File: src/rtl/dxe_pkg.sv
package dxe_pkg;
  localparam int unsigned DATA_W  = 32;
  localparam int unsigned IDX_W   = 7;
  localparam int unsigned DIR_BIT = 16;

  typedef enum logic [0:0] {
    XS_IDLE = 1'b0,
    XS_BUSY = 1'b1
  } xfer_state_e;

  typedef enum logic [2:0] {
    RG_PLAIN   = 3'd0,
    RG_NS_BANK = 3'd1,
    RG_SECURE  = 3'd2,
    RG_FLOAT   = 3'd3,
    RG_NONE    = 3'd4
  } reg_group_e;

  typedef struct packed {
    logic                 dir_wr;
    logic [IDX_W-1:0]     idx;
  } sel_fields_t;
endpackage

File: src/rtl/dxe_sel_decode.sv
module dxe_sel_decode
  import dxe_pkg::*;
#(
  parameter int unsigned IW = IDX_W
) (
  input  logic [IW-1:0] idx,
  input  logic          sec_present,
  input  logic          sec_dbg_ok,
  input  logic          fp_present,
  input  logic          fp_denied,
  output reg_group_e    group,
  output logic          accessible
);
  localparam int unsigned FP_BASE  = 64;
  localparam int unsigned FP_COUNT = 32;

  logic in_fp_bank;

  always_comb begin
    in_fp_bank = (32'(idx) >= FP_BASE) && (32'(idx) < FP_BASE + FP_COUNT);
    if (32'(idx) <= 32'h12 || 32'(idx) == 32'h14 ||
        32'(idx) == 32'h1E || 32'(idx) == 32'h1F) begin
      group = RG_PLAIN;
    end else if (32'(idx) == 32'h18 || 32'(idx) == 32'h19) begin
      group = RG_NS_BANK;
    end else if (32'(idx) >= 32'h1A && 32'(idx) <= 32'h1D) begin
      group = RG_SECURE;
    end else if (32'(idx) == 32'h21 || in_fp_bank) begin
      group = RG_FLOAT;
    end else begin
      group = RG_NONE;
    end
  end

  always_comb begin
    unique case (group)
      RG_PLAIN:   accessible = 1'b1;
      RG_NS_BANK: accessible = sec_present;
      RG_SECURE:  accessible = sec_present & sec_dbg_ok;
      RG_FLOAT:   accessible = fp_present & ~fp_denied;
      default:    accessible = 1'b0;
    endcase
  end

  always_comb begin
    assert_none_not_acc_R7: assert (!(group == RG_NONE && accessible));
  end
endmodule

File: src/rtl/dxe_xfer_ctrl.sv
module dxe_xfer_ctrl
  import dxe_pkg::*;
#(
  parameter int unsigned IW = IDX_W
) (
  input  logic          clk,
  input  logic          rst_n,
  input  logic          sel_wr,
  input  sel_fields_t   sel_in,
  input  logic          halted,
  input  logic          accessible,
  input  logic          rf_ack,
  output logic          busy,
  output logic          rf_req,
  output logic          rf_we,
  output logic [IW-1:0] rf_idx,
  output logic          load_rd,
  output logic          load_zero
);
  xfer_state_e state_q, state_d;
  sel_fields_t sel_q, sel_d;
  logic        sel_en;
  logic        accept;

  always_comb begin
    accept    = sel_wr & halted & (state_q == XS_IDLE);
    state_d   = state_q;
    sel_d     = sel_q;
    sel_en    = 1'b0;
    load_rd   = 1'b0;
    load_zero = 1'b0;
    unique case (state_q)
      XS_IDLE: begin
        if (accept) begin
          if (accessible) begin
            state_d = XS_BUSY;
            sel_d   = sel_in;
            sel_en  = 1'b1;
          end else begin
            load_zero = ~sel_in.dir_wr;
          end
        end
      end
      XS_BUSY: begin
        if (rf_ack) begin
          state_d = XS_IDLE;
          load_rd = ~sel_q.dir_wr;
        end
      end
      default: state_d = XS_IDLE;
    endcase
  end

  always_ff @(posedge clk or negedge rst_n) begin
    if (!rst_n) begin
      state_q <= XS_IDLE;
    end else begin
      state_q <= state_d;
    end
  end

  always_ff @(posedge clk or negedge rst_n) begin
    if (!rst_n) begin
      sel_q <= '0;
    end else if (sel_en) begin
      sel_q <= sel_d;
    end
  end

  assign busy   = (state_q == XS_BUSY);
  assign rf_req = busy;
  assign rf_we  = sel_q.dir_wr;
  assign rf_idx = sel_q.idx;

  assert_sel_hold_R11: assert property (@(posedge clk) disable iff (!rst_n)
    (rf_req && !rf_ack) |=> ($stable(rf_idx) && $stable(rf_we)));
  assert_ack_ends_R3: assert property (@(posedge clk) disable iff (!rst_n)
    (rf_req && rf_ack) |=> !rf_req);
  assert_no_start_unhalted_R6: assert property (@(posedge clk) disable iff (!rst_n)
    (!rf_req && !halted) |=> !rf_req);
  assert_start_fields_R2: assert property (@(posedge clk) disable iff (!rst_n)
    (!rf_req && sel_wr && halted && accessible) |=>
      (rf_req && rf_idx == $past(sel_in.idx) && rf_we == $past(sel_in.dir_wr)));
endmodule

File: src/rtl/dxe_data_buf.sv
module dxe_data_buf
  import dxe_pkg::*;
#(
  parameter int unsigned DW = DATA_W
) (
  input  logic          clk,
  input  logic          load_rd,
  input  logic [DW-1:0] rd_data,
  input  logic          load_zero,
  input  logic          dbg_wr,
  input  logic [DW-1:0] dbg_data,
  output logic [DW-1:0] q
);
  logic [DW-1:0] d;
  logic          en;

  always_comb begin
    en = load_rd | load_zero | dbg_wr;
    if (load_rd)        d = rd_data;
    else if (load_zero) d = '0;
    else                d = dbg_data;
  end

  always_ff @(posedge clk) begin
    if (en) q <= d;
  end

  assert_rd_wins_R12: assert property (@(posedge clk)
    load_rd |=> (q == $past(rd_data)));
  assert_raz_R7: assert property (@(posedge clk)
    (load_zero && !load_rd) |=> (q == '0));
endmodule

File: src/rtl/dxe_top.sv
module dxe_top
  import dxe_pkg::*;
#(
  parameter int unsigned DW = DATA_W,
  parameter int unsigned IW = IDX_W,
  parameter int unsigned DB = DIR_BIT
) (
  input  logic          clk,
  input  logic          rst_n,
  input  logic          sel_wr,
  input  logic [DW-1:0] sel_wdata,
  input  logic          buf_wr,
  input  logic [DW-1:0] buf_wdata,
  output logic [DW-1:0] buf_rdata,
  output logic          ready,
  input  logic          halted,
  input  logic          sec_present,
  input  logic          sec_dbg_ok,
  input  logic          fp_present,
  input  logic          fp_denied,
  output logic          rf_req,
  output logic          rf_we,
  output logic [IW-1:0] rf_idx,
  output logic [DW-1:0] rf_wdata,
  input  logic          rf_ack,
  input  logic [DW-1:0] rf_rdata
);
  sel_fields_t sel_in;
  reg_group_e  group;
  logic        accessible;
  logic        busy;
  logic        load_rd;
  logic        load_zero;

  assign sel_in.dir_wr = sel_wdata[DB];
  assign sel_in.idx    = sel_wdata[IW-1:0];

  dxe_sel_decode #(.IW(IW)) u_dec (
    .idx         (sel_in.idx),
    .sec_present (sec_present),
    .sec_dbg_ok  (sec_dbg_ok),
    .fp_present  (fp_present),
    .fp_denied   (fp_denied),
    .group       (group),
    .accessible  (accessible)
  );

  dxe_xfer_ctrl #(.IW(IW)) u_ctrl (
    .clk        (clk),
    .rst_n      (rst_n),
    .sel_wr     (sel_wr),
    .sel_in     (sel_in),
    .halted     (halted),
    .accessible (accessible),
    .rf_ack     (rf_ack),
    .busy       (busy),
    .rf_req     (rf_req),
    .rf_we      (rf_we),
    .rf_idx     (rf_idx),
    .load_rd    (load_rd),
    .load_zero  (load_zero)
  );

  dxe_data_buf #(.DW(DW)) u_buf (
    .clk       (clk),
    .load_rd   (load_rd),
    .rd_data   (rf_rdata),
    .load_zero (load_zero),
    .dbg_wr    (buf_wr),
    .dbg_data  (buf_wdata),
    .q         (buf_rdata)
  );

  assign ready    = ~busy;
  assign rf_wdata = buf_rdata;

  assert_req_not_ready_R2: assert property (@(posedge clk) disable iff (!rst_n)
    rf_req |-> !ready);
  assert_ready_after_ack_R3: assert property (@(posedge clk) disable iff (!rst_n)
    (rf_req && rf_ack) |=> ready);
  assert_wr_keeps_buf_R5: assert property (@(posedge clk) disable iff (!rst_n)
    (rf_req && rf_we && !buf_wr) |=> $stable(buf_rdata));
  assert_reserved_no_req_R7: assert property (@(posedge clk) disable iff (!rst_n)
    (ready && sel_wr && !accessible) |=> ready);
endmodule

File: config.mk
export PLATFORM = sky130hd
export DESIGN_NAME = dxe_top
export DESIGN_NICKNAME = d
export VERILOG_FILES = /design/src/rtl/dxe_pkg.sv /design/src/rtl/dxe_sel_decode.sv /design/src/rtl/dxe_xfer_ctrl.sv /design/src/rtl/dxe_data_buf.sv /design/src/rtl/dxe_top.sv
export SDC_FILE = /design/constraint.sdc
export NUM_CORES = 1
export LEC_CHECK = 0
export BUFFER_PORTS_ARGS = -buffer_cell sky130_fd_sc_hd__buf_2
export CAP_MARGIN = 40
export CORE_UTILIZATION = 35
export DETAILED_ROUTE_END_ITERATION = 12
export MAX_ROUTING_LAYER = met4
export PLACE_DENSITY = 0.84
export SLEW_MARGIN = 30
export SYNTH_ARGS = -nofsm -noshare
export SYNTH_HDL_FRONTEND = slang
export SYNTH_SLANG_ARGS = --single-unit
File: constraint.sdc
create_clock -name clk -period 2.05 [get_ports clk]
set_input_delay 0.1025 -clock clk [delete_from_list [all_inputs] [get_ports clk]]
set_output_delay 0.1025 -clock clk [all_outputs]
set_load 0.05 [all_outputs]
# Word level (Yosys, flattened, before mapping)
# Cells that the tools add are included.
[classes]
n_bitwise = 10
n_addsub = 0
n_mux = 17
n_eq_ne = 9
n_lt_le_gt_ge = 5
n_mul = 0
div = 0
n_shift = 0
n_reduce_logical = 9
[ops]
columns = ["cell", "n"]
rows = [
  ["$mux 32", 2],
  ["$eq 7x5->1 const B", 5],
  ["$le 7x5->1 const B", 2],
  ["$mux 3", 4],
  ["$mux 1", 9],
  ["$eq 7x6->1 const B", 1],
  ["$ge 7x5->1 const B", 1],
  ["$ge 7x7->1 const B", 1],
  ["$lt 7x7->1 const B", 1],
  ["$eq 3x2->1 const B", 2],
  ["$logic_or 1x1->1", 5],
  ["$and 1x1->1", 4],
  ["$not 1->1", 4],
  ["$pmux 1 s4", 1],
  ["$reduce_and 4->1", 1],
  ["$eq 3x1->1 const B", 1],
  ["$logic_not 3->1", 1],
  ["$logic_and 1x1->1", 2],
  ["$or 1x1->1", 2],
  ["$pmux 1 s2", 1],
]
[totals]
output_inout_bits = 74
wordCells = 54
romBits = 0
regBits = 41
inputBits = 106
mem_bits_rw = 0
latch_bits = 0
memories = 0

# Logic depth before layout (Yosys ltp)
[logic_depth]
word_depth = 14
ltp_mapped = 6
mapped_depth_nobuf = 5

# Cells and area by module
# From an unflattened synthesis, not the netlist that was laid out.
[hier_totals]
hier_cells = 155
area_unflattened_um2 = 2112.0
[by_module_without_submodules]
columns = ["module", "cells_per_inst", "area_each_um2", "n_inst"]
rows = [
  ["dxe_data_buf", 75, 1348.8, 1],
  ["dxe_xfer_ctrl", 25, 372.9, 1],
  ["dxe_top", 33, 244.0, 1],
  ["dxe_sel_decode", 22, 146.4, 1],
]

# Worst setup path before layout
# OpenSTA, ideal clock, no wires.
[synth_path]
path_type = "register to register"
startpoint = "register u_ctrl.state_q, in the netlist u_ctrl.busy"
endpoint = "register u_buf.q[0], enable pin"
setup_time_ns = 0.390
path_stages_with_launch = 5
path_slack_ns = -0.851
t_required_ns = 1.660
arrival_ns = 2.512
cell_sequence = "dfrtp_1 > inv_1 > nand3_1 > nor4b_4 > or3_1"
[synth_between]
elab_chain_len = 6
word_cells_on_any_way = 7
[synth_rtl]
columns = ["element", "line", "text"]
rows = [
  ["from (decl)", "dxe_xfer_ctrl.sv:20", "xfer_state_e state_q, state_d;"],
  ["from (signal assigned)", "dxe_xfer_ctrl.sv:58", "state_q <= state_d;"],
  ["$not 1->1 (no line)", "n/a", ""],
  ["via ready", "dxe_top.sv:15", "output logic ready,"],
  ["$and 1x1->1", "dxe_xfer_ctrl.sv:26", "accept = sel_wr & halted & (state_q == XS_IDLE);"],
  ["$mux 1", "dxe_xfer_ctrl.sv:34", "if (accept) begin"],
  ["$mux 1", "dxe_xfer_ctrl.sv:32", "unique case (state_q)"],
  ["$or 1x1->1 (2 in series)", "dxe_data_buf.sv:18", "en = load_rd | load_zero | dbg_wr;"],
  ["via u_buf.en", "dxe_data_buf.sv:15", "logic en;"],
  ["to (signal assigned)", "dxe_data_buf.sv:25", "if (en) q <= d;"],
  ["to (decl)", "dxe_data_buf.sv:12", "output logic [DW-1:0] q"],
]
# The timed path passes the listed nets, and every way through them passes these cells.
# A chain may end at the register's enable or synchronous reset.

# Final worst setup path
[layout_path]
startpoint = "register u_ctrl.state_q, in the netlist u_ctrl.busy"
endpoint = "register u_buf.q[21] (data pin)"
[layout_between]
elab_chain_len = 6
word_cells_on_any_way = 7
[layout_rtl]
columns = ["element", "line", "text"]
rows = [
  ["$not 1->1 (no line)", "n/a", ""],
  ["$and 1x1->1", "dxe_xfer_ctrl.sv:26", ""],
  ["$mux 1", "dxe_xfer_ctrl.sv:34", ""],
  ["$mux 1", "dxe_xfer_ctrl.sv:32", ""],
  ["$mux 32", "dxe_data_buf.sv:20", "else if (load_zero) d = '0;"],
  ["$mux 32 *", "dxe_data_buf.sv:19", "if (load_rd) d = rd_data;"],
  ["via u_buf.d[21]", "dxe_data_buf.sv:14", "logic [DW-1:0] d;"],
]
# The timed path passes the listed nets; every way through them passes the cells marked *.

==> flow_metrics.tcl <==
set metrics [dict create \
    switching_share 0.4038 \
    synth_compound_area_frac 0.1390 \
    grt_max_degree 33 \
    setup_viol 0 \
    die_h_um 81.55 \
    synthTopCellsByCount "nand2_1, buf_4, edfxtp_1" \
    ys_warn_count 0 \
    hp-class "in2reg" \
    dieArea_um2 6650 \
    ys_ff_latch 41 \
    arrival_ns 1.87 \
    synth_top_family_by_area "simple AND/OR/NAND/NOR gates" \
    synthAdderAreaFrac 0 \
    cts.clk_slew.worst_paths_ns 0.08 \
    place.gp.congestion 0.7649 \
    cts_resized 0 \
    yosysSeqAreaShare 0.5356 \
    core_area_um2 6026 \
    htreeDepth 2 \
    period_needed_ns 1.859 \
    drtIter0Drc 30 \
    synth_ff_type "edfxtp_1" \
    critPathSlowestCell "dfrtp_2" \
    syn_inst 213 \
    critical_path.max_stage_delay_ns 0.43 \
    async_flop_share 0.2195 \
    p_per_area_nw_per_um2 926.7 \
    numCtsBuffers 5 \
    power_frac_seq 0.395 \
    cp_data_required_time_ns 2.06 \
    crit_chain "clkinvlp_4 > nand3_4 > nor4b_4 > buf_4 > o21ai_0" \
    ir_drop_v 0.0005445 \
    synth_edf_count 32 \
    vias_per_cell 4.604 \
    worstMarginPinSlew_ns 0.6192 \
    synth_area_leaders "edfxtp_1, nand2_1, buf_4, dfrtp_1, o21ai_2" \
    wl_per_cell_um 12.05 \
    placed_area_um2 2839 \
    drt_first_pass_iters 4 \
    slew_violations 0 \
    worst_clock_skew_ns 0.004947 \
    cap_viol_max_count 0 \
    gr-total-overflow 0 \
    worst_slack_ns 0.1913 \
    rows 28 \
    cts_sinks 41 \
    design_area_um2 2955 \
    final_nets 444 \
    gr-usage-all-layers 0.1544 \
    syn_area_um2 2215 \
    synth_area_per_cell_um2 10.40 \
    p_sw_mw 1.106 \
    cts_tree "built" \
    clkPwrFrac 0.225 \
    dpl.hpwl_um 3867 \
    grt_pass1_vias 1695 \
    p_leak_nw 1.436 \
    synth.most_common_cell "nand2_1" \
    cts_root_buf "clkbuf_8" \
    ctsLongestPathBuffers 2 \
    io_pins 180 \
    rsz0062_at_grt "no" \
    yosysTopAreaCellShare 0.4339 \
    grt_antenna_before_repair 0 \
    endpoint_kind "flop" \
    final_util 0.4904 \
    hold_violations 0 \
    tns_ns 0 \
    slew_headroom 0.5872 \
    critPathKind "reg2reg" \
    yosys.area_share.simple 0.1525 \
    combPwrFrac 0.381 \
    dp_slack_ns 0.05887 \
    io_buffers 155 \
    max_freq_ghz 0.5380 \
    drive_above_1_share 0.5782 \
    diodes 0 \
    power.internal_mw 1.633 \
    synthesis.nets 319 \
    syn_to_final_growth_pct 33.45 \
    grt_pass1_wl_um 7479 \
    die_w_um 81.55 \
    clock_latency_ns 0.28 \
    synthXorXnorAreaFrac 0 \
    totalWireLength_um 4988 \
    ant_nets 0 \
    drc_errors 0 \
    ys_types 27 \
    crit_fanout 32 \
    synth_top_area_cell "edfxtp_1" \
    critPathLaunchType "flop" \
    num_vias 1906 \
    finalCritPeriodShare 0.9067 \
    synth_mux_area_frac 0.03051 \
    outcome "completed" \
    initial_utilization 0.3675 \
]
cells by family (layout without fill, tap and decap cells):
| group | count (synthesis) | after routing |
|---|---|---|
| simple gates | 78 | 78 |
| compound gates | 42 | 42 |
| mux | 6 | 6 |
| buf+inv | 46 | 172 |
| flops | 41 | 41 |
area by class of cell:
cell class / instances / area [um2]
Fill cell: 583 / 3070
Sequential cell: 41 / 1187
Timing Repair Buffer: 160 / 815.8
Multi-Input combinational cell: 126 / 733.2
Tap cell: 75 / 93.84
Clock buffer: 6 / 72.57
Clock inverter: 2 / 33.78
Inverter: 4 / 18.77
worst paths after layout:
| check | startpoint | end | slack, ns | cells past startpoint |
|---|---|---|---|---|
| min reg2reg | u_ctrl.rf_idx[3] | u_ctrl.rf_idx[3] | 0.51 | 1 |
| max in group asynchronous | rst_n | u_ctrl.busy | 1.65 | 2 |
| max | u_ctrl.busy | u_buf.q[21] | 0.19 | 5 |
| max reg2reg | u_ctrl.busy | u_buf.q[21] | 0.19 | 5 |
| min | rf_ack | u_ctrl.busy | 0.01 | 2 |
| min in group asynchronous | rst_n | u_ctrl.rf_idx[3] | 0.21 | 2 |
layout by cell type (no fill, tap or decap), drive strengths merged:
master	count
nor4bb	1
inv	3
and3	1
dlygate4sd3	1
nor2	3
clkbuf	6
nor4b	2
a22o	1
a211o	1
dfrtp	9
o21ai	32
bufinv	1
or3	1
o21bai	2
a221oi	1
buf	159
nand4b	1
o22ai	1
clkinvlp	1
edfxtp	32
a21oi	3
clkinv	1
nand2	67
or2	1
nand3	1
mux2	6
a31oi	1
registers in the layout, indices dropped and copies added (netlist names):
signal and cells:
u_ctrl.rf_we 1, u_buf.q 32, u_ctrl.busy 1, u_ctrl.rf_idx 7
power by group through the flow:
| stage | sequential, mW | combinational, mW | clock [mW] |
|---|---|---|---|
| global route | 1.10 | 1.10 | 0.663 |
| detailed placement | 1.10 | 1.05 | 0 |
| CTS | 1.08 | 1.05 | 0.641 |
| floorplan | 1.47 | 0.477 | 0 |
| finish | 1.08 | 1.04 | 0.615 |
| global placement | 1.09 | 1.04 | 0 |
repair_timing:
item / 4_1_cts / 5_1_grt
endpoints found under the hold margin: 9 / 0
hold buffers: 1 / 0
buffers inserted: 0 / 0
metal layers:
layer / routed length (um) / global-route usage / vias to the layer above / share of wire
met1: 1899 / 0.1562 / 863 / 0.38
met2: 2676 / 0.2917 / 100 / 0.54
met4: 15 / 0.03750 / 0 / 0.0030
met5: 0 / - / - / 0
li1: - / - / 941 / -
met3: 396 / 0.04111 / 2 / 0.079
worst max-delay path, delay by kind of cell (launching register included):
kind | cells | cell delay (ns)
buf+inv | 2 | 0.52
flops | 1 | 0.43
simple gates | 2 | 0.43
compound gates | 1 | 0.18
metrics by stage:
step | cells | hold WS (ns) | power, mW
3_3_place_gp | 405 | -0.03309 | 2.135
3_5_place_dp | 405 | -0.03559 | 2.149
2_1_floorplan | 213 | -0.1931 | 1.951
6_report | 414 | 0.01046 | 2.739
5_1_grt | 414 | 0.001559 | 2.862
4_1_cts | 414 | 0.002460 | 2.775
Power figures use the tool's default switching activity.
